### src/rtl/ide_regif_pkg.sv
package ide_regif_pkg;
  localparam int WORD_W   = 16;
  localparam int BYTE_W   = 8;
  localparam int ADDR_W   = 3;
  localparam int TF_FIRST = 1;
  localparam int TF_LAST  = 6;

  localparam logic [ADDR_W-1:0] ADDR_DATA   = 3'd0;
  localparam logic [ADDR_W-1:0] ADDR_STATUS = 3'd7;
  localparam logic [ADDR_W-1:0] ADDR_ALT    = 3'd6;

  localparam int CTRL_MASK_BIT = 1;

  typedef enum logic [2:0] {
    SEL_NONE,
    SEL_TASK,
    SEL_STATUS,
    SEL_DATA,
    SEL_ALT,
    SEL_CS1_OTHER
  } selKind_t;

  typedef struct packed {
    logic              tfWrite;
    logic              cmdWrite;
    logic              ctrlWrite;
    logic              dataPush;
    logic              dataPop;
    logic              irqClear;
    selKind_t          rdSel;
    logic [ADDR_W-1:0] idx;
  } strobes_t;
endpackage

### src/rtl/ide_word_fifo.sv
module ide_word_fifo #(
  parameter int WIDTH = 16,
  parameter int DEPTH = 8
) (
  input  logic             clk,
  input  logic             rstN,
  input  logic             push,
  input  logic [WIDTH-1:0] pushData,
  input  logic             pop,
  output logic [WIDTH-1:0] head,
  output logic             empty,
  output logic             full
);
  localparam int PTR_W = (DEPTH > 1) ? $clog2(DEPTH) : 1;
  localparam int CNT_W = $clog2(DEPTH + 1);

  logic [WIDTH-1:0] mem [DEPTH];
  logic [PTR_W-1:0] wrPtr, rdPtr;
  logic [CNT_W-1:0] count;
  logic             doPush, doPop;

  function automatic logic [PTR_W-1:0] nextPtr(input logic [PTR_W-1:0] p);
    return (p == PTR_W'(DEPTH - 1)) ? '0 : p + 1'b1;
  endfunction

  assign empty  = (count == '0);
  assign full   = (count == CNT_W'(DEPTH));
  assign doPush = push && !full;
  assign doPop  = pop && !empty;
  assign head   = mem[rdPtr];

  always_ff @(posedge clk or negedge rstN) begin
    if (!rstN) begin
      wrPtr <= '0;
      rdPtr <= '0;
      count <= '0;
    end else begin
      if (doPush) wrPtr <= nextPtr(wrPtr);
      if (doPop)  rdPtr <= nextPtr(rdPtr);
      if (doPush && !doPop)      count <= count + 1'b1;
      else if (doPop && !doPush) count <= count - 1'b1;
    end
  end

  always_ff @(posedge clk) begin
    if (doPush) mem[wrPtr] <= pushData;
  end
endmodule

### src/rtl/ide_regif_ctrl.sv
module ide_regif_ctrl
  import ide_regif_pkg::*;
(
  input  logic              clk,
  input  logic              rstN,
  input  logic              hostCs0N,
  input  logic              hostCs1N,
  input  logic [ADDR_W-1:0] hostAddr,
  input  logic              hostRdN,
  input  logic              hostWrN,
  input  logic              hostDmackN,
  input  logic              beDmaActive,
  input  logic              beDmaToHost,
  input  logic              rdFifoEmpty,
  input  logic              wrFifoFull,
  output strobes_t          stb,
  output logic              dataOe,
  output logic              iocs16N,
  output logic              dmarq
);
  logic rdPrev, wrPrev;
  logic rdEnd, wrEnd;
  logic dmackOn, pioCs0, pioCs1, isData, dmaReady;

  always_ff @(posedge clk or negedge rstN) begin
    if (!rstN) begin
      rdPrev <= 1'b1;
      wrPrev <= 1'b1;
    end else begin
      rdPrev <= hostRdN;
      wrPrev <= hostWrN;
    end
  end

  assign rdEnd = !rdPrev && hostRdN;
  assign wrEnd = !wrPrev && hostWrN;

  // Acknowledge only counts while a transfer is running; the AND with
  // the active flag keeps an unknown acknowledge from leaking through.
  assign dmackOn = beDmaActive && (hostDmackN == 1'b0);
  assign pioCs0  = !dmackOn && !hostCs0N && hostCs1N;
  assign pioCs1  = !dmackOn && hostCs0N && !hostCs1N;
  assign isData  = dmackOn || (pioCs0 && hostAddr == ADDR_DATA);

  always_comb begin
    stb           = '0;
    stb.idx       = hostAddr;
    stb.tfWrite   = wrEnd && pioCs0 && hostAddr != ADDR_DATA && hostAddr != ADDR_STATUS;
    stb.cmdWrite  = wrEnd && pioCs0 && hostAddr == ADDR_STATUS;
    stb.ctrlWrite = wrEnd && pioCs1 && hostAddr == ADDR_ALT;
    stb.dataPush  = wrEnd && isData;
    stb.dataPop   = rdEnd && isData;
    stb.irqClear  = rdEnd && pioCs0 && hostAddr == ADDR_STATUS;
    if (isData)      stb.rdSel = SEL_DATA;
    else if (pioCs0) stb.rdSel = (hostAddr == ADDR_STATUS) ? SEL_STATUS : SEL_TASK;
    else if (pioCs1) stb.rdSel = (hostAddr == ADDR_ALT) ? SEL_ALT : SEL_CS1_OTHER;
    else             stb.rdSel = SEL_NONE;
  end

  assign dataOe  = !hostRdN && (stb.rdSel != SEL_NONE);
  assign iocs16N = !isData;

  assign dmaReady = beDmaToHost ? !rdFifoEmpty : !wrFifoFull;

  always_ff @(posedge clk or negedge rstN) begin
    if (!rstN)            dmarq <= 1'b0;
    else if (beDmaActive) dmarq <= dmaReady && hostDmackN;
    else                  dmarq <= 1'b0;
  end
endmodule

### src/rtl/ide_regif_dpath.sv
module ide_regif_dpath
  import ide_regif_pkg::*;
#(
  parameter int FIFO_DEPTH = 8
) (
  input  logic              clk,
  input  logic              rstN,
  input  strobes_t          stb,
  input  logic [WORD_W-1:0] wrData,
  input  logic              beBusy,
  input  logic              beIrq,
  input  logic              bePushValid,
  input  logic [WORD_W-1:0] bePushData,
  output logic              bePushReady,
  output logic              bePopValid,
  output logic [WORD_W-1:0] bePopData,
  input  logic              bePopReady,
  output logic              beCmdStrobe,
  output logic [BYTE_W-1:0] beCmdByte,
  output logic [WORD_W-1:0] rdData,
  output logic              intrq,
  output logic              rdFifoEmpty,
  output logic              wrFifoFull
);
  logic [BYTE_W-1:0] tfReg [TF_FIRST:TF_LAST];
  logic [BYTE_W-1:0] tfByte, statusByte;
  logic [WORD_W-1:0] rdHead;
  logic              rdFifoFull, wrFifoEmpty;
  logic              irqPending, irqMask;

  always_ff @(posedge clk or negedge rstN) begin
    if (!rstN) begin
      for (int i = TF_FIRST; i <= TF_LAST; i++) tfReg[i] <= '0;
    end else if (stb.tfWrite) begin
      for (int i = TF_FIRST; i <= TF_LAST; i++)
        if (stb.idx == ADDR_W'(i)) tfReg[i] <= wrData[BYTE_W-1:0];
    end
  end

  always_comb begin
    tfByte = '0;
    for (int i = TF_FIRST; i <= TF_LAST; i++)
      if (stb.idx == ADDR_W'(i)) tfByte = tfReg[i];
  end

  always_ff @(posedge clk or negedge rstN) begin
    if (!rstN) begin
      irqPending  <= 1'b0;
      irqMask     <= 1'b0;
      beCmdStrobe <= 1'b0;
      beCmdByte   <= '0;
    end else begin
      irqPending  <= (irqPending && !stb.irqClear) || beIrq;
      if (stb.ctrlWrite) irqMask <= wrData[CTRL_MASK_BIT];
      beCmdStrobe <= stb.cmdWrite;
      if (stb.cmdWrite) beCmdByte <= wrData[BYTE_W-1:0];
    end
  end

  assign intrq = irqPending && !irqMask;

  ide_word_fifo #(.WIDTH(WORD_W), .DEPTH(FIFO_DEPTH)) uToHost (
    .clk(clk), .rstN(rstN),
    .push(bePushValid), .pushData(bePushData), .pop(stb.dataPop),
    .head(rdHead), .empty(rdFifoEmpty), .full(rdFifoFull)
  );

  ide_word_fifo #(.WIDTH(WORD_W), .DEPTH(FIFO_DEPTH)) uFromHost (
    .clk(clk), .rstN(rstN),
    .push(stb.dataPush), .pushData(wrData), .pop(bePopReady),
    .head(bePopData), .empty(wrFifoEmpty), .full(wrFifoFull)
  );

  assign bePushReady = !rdFifoFull;
  assign bePopValid  = !wrFifoEmpty;

  assign statusByte = {beBusy, !beBusy, 2'b00, !rdFifoEmpty, 3'b000};

  always_comb begin
    unique case (stb.rdSel)
      SEL_DATA:   rdData = rdFifoEmpty ? '0 : rdHead;
      SEL_TASK:   rdData = {{(WORD_W-BYTE_W){1'b0}}, tfByte};
      SEL_STATUS,
      SEL_ALT:    rdData = {{(WORD_W-BYTE_W){1'b0}}, statusByte};
      default:    rdData = '0;
    endcase
  end
endmodule

### src/rtl/ide_regif.sv
module ide_regif
  import ide_regif_pkg::*;
#(
  parameter int FIFO_DEPTH = 8
) (
  input  logic              clk,
  input  logic              rstN,
  input  logic              hostCs0N,
  input  logic              hostCs1N,
  input  logic [2:0]        hostAddr,
  input  logic              hostRdN,
  input  logic              hostWrN,
  input  logic              hostDmackN,
  input  logic [15:0]       hostDataIn,
  output logic [15:0]       hostDataOut,
  output logic              hostDataOe,
  output logic              dmarq,
  output logic              iocs16N,
  output logic              intrq,
  input  logic              beBusy,
  input  logic              beIrq,
  input  logic              beDmaActive,
  input  logic              beDmaToHost,
  input  logic              bePushValid,
  input  logic [15:0]       bePushData,
  output logic              bePushReady,
  output logic              bePopValid,
  output logic [15:0]       bePopData,
  input  logic              bePopReady,
  output logic              beCmdStrobe,
  output logic [7:0]        beCmdByte
);
  strobes_t          stb;
  logic              dataOe, rdFifoEmpty, wrFifoFull;
  logic [WORD_W-1:0] rdData;

  ide_regif_ctrl uCtrl (
    .clk(clk), .rstN(rstN),
    .hostCs0N(hostCs0N), .hostCs1N(hostCs1N), .hostAddr(hostAddr),
    .hostRdN(hostRdN), .hostWrN(hostWrN), .hostDmackN(hostDmackN),
    .beDmaActive(beDmaActive), .beDmaToHost(beDmaToHost),
    .rdFifoEmpty(rdFifoEmpty), .wrFifoFull(wrFifoFull),
    .stb(stb), .dataOe(dataOe), .iocs16N(iocs16N), .dmarq(dmarq)
  );

  ide_regif_dpath #(.FIFO_DEPTH(FIFO_DEPTH)) uDp (
    .clk(clk), .rstN(rstN), .stb(stb), .wrData(hostDataIn),
    .beBusy(beBusy), .beIrq(beIrq),
    .bePushValid(bePushValid), .bePushData(bePushData), .bePushReady(bePushReady),
    .bePopValid(bePopValid), .bePopData(bePopData), .bePopReady(bePopReady),
    .beCmdStrobe(beCmdStrobe), .beCmdByte(beCmdByte),
    .rdData(rdData), .intrq(intrq),
    .rdFifoEmpty(rdFifoEmpty), .wrFifoFull(wrFifoFull)
  );

  assign hostDataOe  = dataOe;
  assign hostDataOut = dataOe ? rdData : '0;
endmodule

### config.mk
export PLATFORM = sky130hd
export DESIGN_NAME = ide_regif
export DESIGN_NICKNAME = d
export VERILOG_FILES = /design/src/rtl/ide_regif_pkg.sv /design/src/rtl/ide_word_fifo.sv /design/src/rtl/ide_regif_ctrl.sv /design/src/rtl/ide_regif_dpath.sv /design/src/rtl/ide_regif.sv
export SDC_FILE = /design/constraint.sdc
export NUM_CORES = 1
export LEC_CHECK = 0
export BUFFER_PORTS_ARGS = -buffer_cell sky130_fd_sc_hd__buf_4
export CAP_MARGIN = 25
export CORE_AREA = 4 4 123 243
export CTS_BUF_LIST = sky130_fd_sc_hd__clkbuf_8
export DETAILED_ROUTE_END_ITERATION = 7
export DIE_AREA = 0 0 127 247
export GPL_TIMING_DRIVEN = 0
export PLACE_DENSITY = 0.67
export SYNTH_ARGS = -nofsm -noshare
export SYNTH_HDL_FRONTEND = slang
export SYNTH_SLANG_ARGS = --single-unit
### constraint.sdc
create_clock -name clk -period 5.9 [get_ports clk]
set_input_delay 0.885 -clock clk [delete_from_list [all_inputs] [get_ports clk]]
set_output_delay 0.885 -clock clk [all_outputs]
set_load 0.01 [all_outputs]
# [Word-level counts from Yosys, hierarchy flattened]
# Memories as Yosys holds them, arrays and structs flattened.
# Cells that the tools add are included.
# Widths: inputs -> output; s select.
[classes] addsub=8 eq_ne=18 n_mux=28 n_bitwise=1 reduce_logical=64
[ops] op="$mux 8" count=6
[ops] op="$pmux 16 s3" count=1
[ops] op="$mux 16" count=2
[ops] op="$logic_and 1x1->1" count=30
[ops] op="$eq 3x3->1 const B" count=9
[ops] op="$mux 3" count=7
[ops] op="$logic_not 1->1" count=18
[ops] op="$mux 4" count=4
[ops] op="$add 3x1->3 const B" count=4
[ops] op="$eq 3x2->1 const B" count=4
[ops] op="$reduce_and 2->1" count=6
[ops] op="$add 4x1->4 const B" count=2
[ops] op="$eq 4x4->1 const B" count=2
[ops] op="$logic_not 4->1" count=2
[ops] op="$sub 4x1->4 const B" count=2
[ops] op="$mux 1" count=7
[ops] op="$eq 3x1->1 const B" count=2
[ops] op="$reduce_bool 3->1" count=2
[ops] op="$reduce_bool 2->1" count=2
[ops] op="$logic_not 3->1" count=1
[ops] op="$ne 3x3->1 const B" count=1
[ops] op="$logic_or 1x1->1" count=2
[ops] op="$mux 2" count=1
[ops] op="$reduce_or 2->1" count=1
[ops] op="$not 1->1" count=1
[totals] ff_bits=82 ram_bits=256 out_inout_bits=47 n_memories=2
[mem_list] name="uDp.uFromHost.mem" words=8 width=16 read_ports=1 rd_ports_with_merged_regs=0 wr=1 line_no="ide_word_fifo.sv:17" text="logic [WIDTH-1:0] mem [DEPTH];"
[mem_list] name="uDp.uToHost.mem" words=8 width=16 read_ports=1 rd_ports_with_merged_regs=0 wr=1 line_no="ide_word_fifo.sv:17"

# [Longest topological paths before layout]
# Gate-level depths: netlist of the first run.
[logic_depth] word_depth=13 depth_mapped=11

# [Modules after synthesis]
# Synthesis of the first run repeated with hierarchy kept, for this count alone.
[hier_totals] cells_unflattened=779 hier_area_um2=14564.0
[modules_own_cells] module="ide_word_fifo at uDp.uFromHost" n_inst=1 cells_per_inst=252 area_each_um2=5589.1 seq_area_each_um2=4093.9
[modules_own_cells] module="ide_word_fifo at uDp.uToHost" n_inst=1 cells_per_inst=250 area_each_um2=5587.9 seq_area_each_um2=4093.9
[modules_own_cells] module="ide_regif_dpath" n_inst=1 cells_per_inst=228 area_each_um2=2980.4 seq_area_each_um2=1476.4
[modules_own_cells] module="ide_regif_ctrl" n_inst=1 cells_per_inst=32 area_each_um2=280.3 seq_area_each_um2=77.6
[modules_own_cells] module="ide_regif" n_inst=1 cells_per_inst=17 area_each_um2=126.4 seq_area_each_um2=0.0

# [Worst setup path before layout of the first run]
# OpenSTA, ideal clock, no wires.
[synth_path] path_kind="in2reg" from="in hostAddr[1]" to="mem uDp.uFromHost.mem[4][0] (enable)" setup_time_ns=0.436 arrival_time_ns=3.457 slack_ns=2.007 cell_stages=4 path_buffers=1 cell_sequence="buf_2 -> o41ai_4 -> nand3_2 -> nor4b_1"
[synth_via] elab_chain_cells=7
[synth_lines] element="start, declared" line_no="ide_regif.sv:10" text="input logic [2:0] hostAddr,"
[synth_lines] element="$logic_not 3->1" line_no="ide_regif_ctrl.sv:43" text="assign isData = dmackOn || (pioCs0 && hostAddr == ADDR_DATA);"
[synth_lines] element="$logic_and 1x1->1" line_no="ide_regif_ctrl.sv:43"
[synth_lines] element="$logic_or 1x1->1" line_no="ide_regif_ctrl.sv:43"
[synth_lines] element="$logic_and 1x1->1" line_no="ide_regif_ctrl.sv:51" text="stb.dataPush = wrEnd && isData;"
[synth_lines] element="$logic_and 1x1->1" line_no="ide_word_fifo.sv:28" text="assign doPush = push && !full;"
[synth_lines] element="$mux 1" line_no="ide_word_fifo.sv:46" text="if (doPush) mem[wrPtr] <= pushData;"
[synth_lines] element="$mux 1 (not written as such)" line_no="ide_word_fifo.sv:46"
[synth_lines] element="end, declared" line_no="ide_word_fifo.sv:17"
# Every way passes these cells.

# [Worst setup path after layout of the first run]
[layout_path] from="reg uDp.uToHost.count[0]" to="out hostDataOut[5]"
[layout_via] elab_chain_cells=4
[layout_lines] element="start, declared" line_no="ide_word_fifo.sv:19" text="logic [CNT_W-1:0] count;"
[layout_lines] element="start signal, assigned" line_no="ide_word_fifo.sv:40" text="if (doPush && !doPop) count <= count + 1'b1;"
[layout_lines] element="start signal, assigned" line_no="ide_word_fifo.sv:41" text="else if (doPop && !doPush) count <= count - 1'b1;"
[layout_lines] element="$logic_not 4->1" line_no="ide_word_fifo.sv:26" text="assign empty = (count == '0);"
[layout_lines] element="$mux 16" line_no="ide_regif_dpath.sv:81" text="SEL_DATA: rdData = rdFifoEmpty ? '0 : rdHead;"
[layout_lines] element="$pmux 16 s3" line_no="ide_regif_dpath.sv:80" text="unique case (stb.rdSel)"
[layout_lines] element="$mux 16" line_no="ide_regif.sv:57" text="assign hostDataOut = dataOe ? rdData : '0;"
[layout_lines] element="end, declared" line_no="ide_regif.sv:15" text="output logic [15:0] hostDataOut,"
# Every way passes these cells.

==> impl_metrics.yaml, run 1 <==
status:
  outcome: "finished clean"
pwr:
  peakVddDrop_v: 0.000302
  p_sw_w: 0.00193
  seqPwrFrac_pct: 44.2
  powerDensity_nw_per_um2: 415
  internal_power_w: 0.00485
  power.share.combinational_pct: 27.8
  p_leak_nw: 6.05
  swShare_pct: 28.5
  pwr-share-clk_pct: 28.0
drt:
  num_vias: 7216
  final_antenna_net_count: 0
  drt_first_iter_violations: 381
  wl_per_cell_um: 23.1
  routed_via_density: 5.61
  remaining_drc_errors: 0
  drt_first_pass_iters: 4
  routed_wl_um: 29700
layout:
  diodes: 0
  finalInstanceArea_um2: 16400
  layout.filler_cells: 2145
  layout_commonest_cell: "edfxtp_1"
  syn_to_final_growth_pct: 18.1
  fin_nets: 958
  layout-drive-gt1-share_pct: 41.6
  final_cell_mix: "edfxtp_1 (256), buf_4 (100), mux2_2 (89)"
global_routing:
  antenna_found_initial: 0
  grt-ovfl-total: 0
  grt_pass1_wl_um: 46700
  met2_usage_pct: 40.1
  grt_max_degree: 83
  grt_use_met1_pct: 18.7
  grt-busiest-layer: "met2"
  gr-usage-met3_pct: 3.76
  grt_pass1_vias: 8280
  gr-usage-all-layers_pct: 19.7
run:
  drv_cap: 0
setup_path:
  critPathKind: "reg2out"
  crit_path_cell_trace: "nor4_1 > nor2_1 > nand2_1 > clkbuf_1 > o22ai_1 > buf_4"
  endpoint_kind: "output pin"
  start_kind: "flip-flop"
  cp.arrival_ns: 2.93
  cpPeakStageDelay_ns: 0.57
  slowest_stage: "nor4_1"
  cp_max_fo: 10
  worst-endpoint-required_ns: 5.02
floorplanning:
  die-area_um2: 31400
  start_util_pct: 49.3
  die_y_um: 247
  coreArea_um2: 28100
  dieWidth_um: 127
  pin_count: 95
  fp-row-count: 87
placed_design:
  preCtsSetupSlack_ns: 2.09
  gp_congestion: 0.811
  port_buffers: 93
  dp_hpwl_um: 21600
  place_area_um2: 15300
sta:
  period_needed_ns: 3.81
  fin_setup_tns_ns: 0
  max_freq_mhz: 262
  fin_ws_ns: 2.09
  final-max-slew-violation-count: 0
  skew_ns: 0.0246
  setup_violations: 0
  timing.final.crit_share_pct: 64.6
  worst_slew_pin_slew_ns: 0.958
  max-slew-margin-rel_pct: 35.6
  hold_viol: 0
  rsz0062_at_grt: "no"
synth:
  yosysUniqueCellTypes: 53
  synth-edff-count: 256
  postSynthCellCount: 730
  async_reset_ff_share_pct: 24.3
  ys_ff_latch: 338
  syn_area_um2: 13900
  synth_warnings: 0
  synth_nets: 794
  seq_area_frac_synth_pct: 70.3
  synth-main-ff-cell: "edfxtp_1"
  avgSynthCellArea_um2: 19.0
clocking:
  ctsHoldBuffers: 0
  cts_tree: "done"
  numCtsBuffers: 46
  cts.sinks: 338
  htreeDepth: 2
  post_cts_resized: 0
  clock_latency_ns: 0.58
  cts_root_buf: "clkbuf_8"
  clk_pin_slew_worst_paths_ns: 0.07
  clock_path_buffers: 3
  postCtsSetupBuffers: 0
worst_hold_path:
  hold_class: "in2async"
==> kinds of logic (layout without fill, tap and decap cells) <==
kind of cell	count (synthesis)	after routing	share of synthesized area, %
buffers and inverters	41	242	1.32
adders and majority gates	16	16	1.55
AOI/OAI and AO/OA	55	55	2.92
xor gates and xnor gates	6	6	0.379
DFF	338	338	70.3
muxes	181	181	19.7
and+or+nand+nor	93	93	3.84
==> state kept, by name, indices dropped and copies added (netlist names), 3 cells and up <==
register / cells
uDp.beCmdByte: 8
uDp.tfReg: 48
uDp.uFromHost.count: 4
uDp.uFromHost.mem: 128
uDp.uFromHost.rdPtr: 3
uDp.uFromHost.wrPtr: 3
uDp.uToHost.count: 4
uDp.uToHost.mem: 128
uDp.uToHost.rdPtr: 3
uDp.uToHost.wrPtr: 3
==> stage by stage <==
| stage | total power [W] | hold slack [ns] | utilization (%) | instances |
|---|---|---|---|---|
| after floorplan | 0.00427 | 0.441 | - | 730 |
| final | 0.00679 | 0.161 | 58.2 | 1287 |
| after global placement | 0.00482 | 0.452 | 53.4 | 1179 |
| after global routing | 0.00715 | 0.156 | 58.2 | 1287 |
| after CTS | 0.00689 | 0.403 | 58.1 | 1286 |
| after detailed placement | 0.00498 | 0.470 | 54.6 | 1201 |
==> cells in the mapped netlist, types with 10 or more instances <==
master	n	area (um^2)
dfrtp_1	80	2000
edfxtp_1	256	7690
buf_2	20	100
mux2_2	89	1000
nor3_1	10	50.1
a21oi_1	16	80.1
ha_1	14	175
nor2_1	22	82.6
mux2i_1	28	280
nand2_1	16	60.1
mux4_2	64	1440
==> critical path: cells and delay by family (launching register included) <==
family	cells	cell delay (ns)
compound gates	1	0.22
buf+inv	2	0.72
flops	1	0.45
simple gates	3	0.95
==> power groups by stage <==
stage                     combinational, W  clock (W)  sequential, W
after floorplan                    0.00127          0        0.00300
after global placement             0.00180          0        0.00302
after detailed placement           0.00193          0        0.00305
after CTS                          0.00194    0.00195        0.00300
after global routing               0.00206    0.00206        0.00303
final                              0.00189    0.00190        0.00300
==> final timing paths <==
kind / startpoint / endpoint / slack (ns) / cells after the start
min in group clk: hostWrN / uCtrl.wrPrev$_DFF_PN1_ / 0.44 / 1
hold reg to reg: uDp.irqPending$_DFF_PN0_ / uDp.irqPending$_DFF_PN0_ / 0.48 / 1
setup / recovery: uDp.uToHost.count[0]$_DFFE_PN0P_ / hostDataOut[5] / 2.09 / 6
setup reg to reg: uDp.uToHost.count[0]$_DFFE_PN0P_ / uDp.uToHost.count[3]$_DFFE_PN0P_ / 3.12 / 11
max in group asynchronous: rstN / uCtrl.wrPrev$_DFF_PN1_ / 5.08 / 2
hold / removal: rstN / uDp.beCmdByte[2]$_DFFE_PN0P_ / 0.16 / 1
==> cell type report <==
class	instances	area [um^2]	share of cell area [%]
multi-input cells	351	4000	24.5
clock inverters	36	315	1.93
repair buffers	116	995	6.08
plain buffers	33	153	0.933
flip-flops and latches	338	9740	59.6
clock buffers	49	674	4.12
inverters	8	30.0	0.184
well taps	356	445	2.72
==> routing by layer <==
metal | part of all wire (%) | vias up | wire (um)
li1 | - | 3245 | -
met1 | 31 | 3720 | 9300
met2 | 61 | 182 | 18200
met3 | 4.2 | 69 | 1260
met4 | 3.4 | 0 | 998
met5 | 0 | - | 0
Note: power is estimated with default switching activity, not from simulation.
==> run 2, diff against run 1 <==
--- a/config.mk
+++ b/config.mk
@@ -12,7 +12,7 @@
 export DETAILED_ROUTE_END_ITERATION = 7
 export DIE_AREA = 0 0 127 247
 export GPL_TIMING_DRIVEN = 0
-export PLACE_DENSITY = 0.67
+export PLACE_DENSITY = 0.7
 export SYNTH_ARGS = -nofsm -noshare
 export SYNTH_HDL_FRONTEND = slang
 export SYNTH_SLANG_ARGS = --single-unit
==> constraint.sdc (replaced) <==
create_clock -name clk -period 3.5 [get_ports clk]
set_input_delay 0.525 -clock clk [delete_from_list [all_inputs] [get_ports clk]]
set_output_delay 0.525 -clock clk [all_outputs]
set_load 0.01 [all_outputs]
==> run 2 against run 1 <==
Against the previous run:
- sequential share of layout area up 0.25 points
- total power up 65%
- largest power group unchanged
- global-route usage down 0.90 points
- register-to-register slack worse by 2.3 ns
- clock power up 56%
- count of clock-buffer cells in the layout up 1
- combinational power up 68%
- highest routed layer unchanged
- non-clock buffer count down 1
- critical endpoint is now bePopData[12]
- first-iteration DRC count down 45%
- die area unchanged
- critical path depth down 1
==> impl_metrics.yaml, run 2 (same netlist as run 1, synthesis figures left out) <==
clocking:
  clk_pin_slew_worst_paths_ns: 0.06
  numCtsBuffers: 47
  clock_latency_ns: 0.57
  clock_path_buffers: 3
  cts_root_buf: "clkbuf_8"
  cts.sinks: 338
  htreeDepth: 2
  cts_tree: "done"
drt:
  final_antenna_net_count: 0
  routed_wl_um: 28700
  drt_first_pass_iters: 4
  num_vias: 7199
  drt_first_iter_violations: 208
  wl_per_cell_um: 22.3
  routed_via_density: 5.59
  remaining_drc_errors: 0
placed_design:
  dp_hpwl_um: 20300
  port_buffers: 93
  gp_congestion: 0.763
sta:
  setup_violations: 0
  worst_slew_pin_slew_ns: 0.924
  skew_ns: 0.0185
  final-max-slew-violation-count: 0
  timing.final.crit_share_pct: 92.1
  max-slew-margin-rel_pct: 38.1
  fin_setup_tns_ns: 0
  max_freq_mhz: 310
  hold_viol: 0
  rsz0062_at_grt: "no"
  holdWs_ns: 0.0773
  period_needed_ns: 3.22
pwr:
  p_sw_w: 0.00320
  p_leak_nw: 6.01
  swShare_pct: 28.6
  pwr-share-clk_pct: 26.5
  internal_power_w: 0.00798
  peakVddDrop_v: 0.000438
  power.share.combinational_pct: 28.3
  powerDensity_nw_per_um2: 686
  seqPwrFrac_pct: 45.2
setup_path:
  timing.rr.end: "uDp.uToHost.count[3]$_DFFE_PN0P_"
  cp.arrival_ns: 2.70
  r2r_start: "uDp.uToHost.count[0]$_DFFE_PN0P_"
  worst-endpoint-required_ns: 2.97
  cp_max_fo: 10
  endpoint_kind: "output pin"
  r2r_slack_ns: 0.78
  reg2regPathDepth: 11
  start_kind: "flip-flop"
  critPathKind: "reg2out"
status:
  outcome: "finished clean"
run:
  drv_cap: 0
floorplanning:
  pin_count: 95
  die-area_um2: 31400
  die_y_um: 247
  start_util_pct: 49.3
  dieWidth_um: 127
  coreArea_um2: 28100
  fp-row-count: 87
global_routing:
  grt_pass1_vias: 7865
  grt_pass1_wl_um: 44800
  grt-ovfl-total: 0
  grt_max_degree: 67
  antenna_found_initial: 0
  gr-usage-all-layers_pct: 18.8
worst_hold_path:
  hold_class: "in2reg"
  holdPathStages: 1
  holdCritStartpoint: "hostWrN"
  worst_hold_path.endpoint: "uCtrl.wrPrev$_DFF_PN1_"
layout:
  syn_to_final_growth_pct: 17.6
  layout-drive-gt1-share_pct: 40.9
  fin_nets: 958
  final_cell_mix: "edfxtp_1 (256), buf_4 (98), mux2_2 (89)"
  diodes: 0
  top_regs: "uDp.uFromHost.mem x128, uDp.uToHost.mem x128, uDp.tfReg x48"
  layout_commonest_cell: "edfxtp_1"
## run 2: cell count changes in the layout (fill, tap and decap cells not counted), sizes merged
cell,delta
dlygate4sd3,+1
buf,-2
bufinv,-3
clkinv,+7
clkinvlp,-2
inv,-2
clkbuf,+1
## run 2: what timing repair did
item                                   4_1_cts  5_1_grt
hold buffers                                 1        0
setup buffers                                0        0
endpoints found under the hold margin       16        0
resized for setup                            1        0
setup endpoints to repair                    1        0
## run 2: routing by layer
metal / up-vias / track usage [%] / routed length (um)
met5: - / 0 / 0
met4: 0 / 5.87 / 617
met3: 43 / 3.61 / 1150
met2: 162 / 37.4 / 17100
met1: 3738 / 19.4 / 9840
li1: 3256 / - / -
## run 2: area by class of cell
type | count | area [um^2]
clock buffer | 50 | 688
multi-input combinational | 351 | 4010
sequential | 338 | 9740
inverter | 8 | 30.0
timing repair buffer | 115 | 993
fill | 2192 | 11800
tap | 356 | 445
clock inverter | 36 | 224
buffer | 33 | 154
## run 2: worst max-delay path by stage
stage,slack [ns],cells past startpoint,from,end
6_report,0.28,5,uDp.uFromHost.rdPtr[1]$_DFFE_PN0P_,bePopData[12]
5_1_grt,0.08,7,uDp.uToHost.rdPtr[1]$_DFFE_PN0P_,hostDataOut[5]
4_1_cts,0.17,5,uDp.uFromHost.rdPtr[1]$_DFFE_PN0P_,bePopData[12]
3_5_place_dp,0.23,11,hostCs0N,uDp.uToHost.count[3]$_DFFE_PN0P_
3_3_place_gp,-1.73,5,hostCs0N,uDp.uFromHost.mem[0][10]$_DFFE_PP_
2_1_floorplan,0.15,4,hostAddr[1],uDp.uFromHost.mem[0][0]$_DFFE_PP_
## run 2: power by group through the flow
| stage | logic [W] | clock network (W) | registers, W |
|---|---|---|---|
| finish | 0.00317 | 0.00296 | 0.00506 |
| global route | 0.00347 | 0.00323 | 0.00510 |
| CTS | 0.00326 | 0.00303 | 0.00506 |
| detailed placement | 0.00324 | 0 | 0.00514 |
| global placement | 0.00307 | 0 | 0.00511 |
| floorplan | 0.00214 | 0 | 0.00506 |
## run 2: per-stage QoR
stage	worst slack (ns)	power, W	utilization (%)	cell area [um^2]	cells
global placement	-1.73	0.00818	53.4	15000	1179
finish	0.276	0.0112	58.0	16300	1287
global route	0.0793	0.0118	58.0	16300	1287
floorplan	0.147	0.00719	-	13900	730
CTS	0.171	0.0114	58.0	16300	1287
detailed placement	0.233	0.00838	54.7	15400	1200
## run 2: critical path, cell delays in order (launching register included)
cell and delay, ns:
dfrtp_1 0.35, clkbuf_1 0.30, clkbuf_1 0.64, mux4_2 0.42
mux2_2 0.28, buf_4 0.14
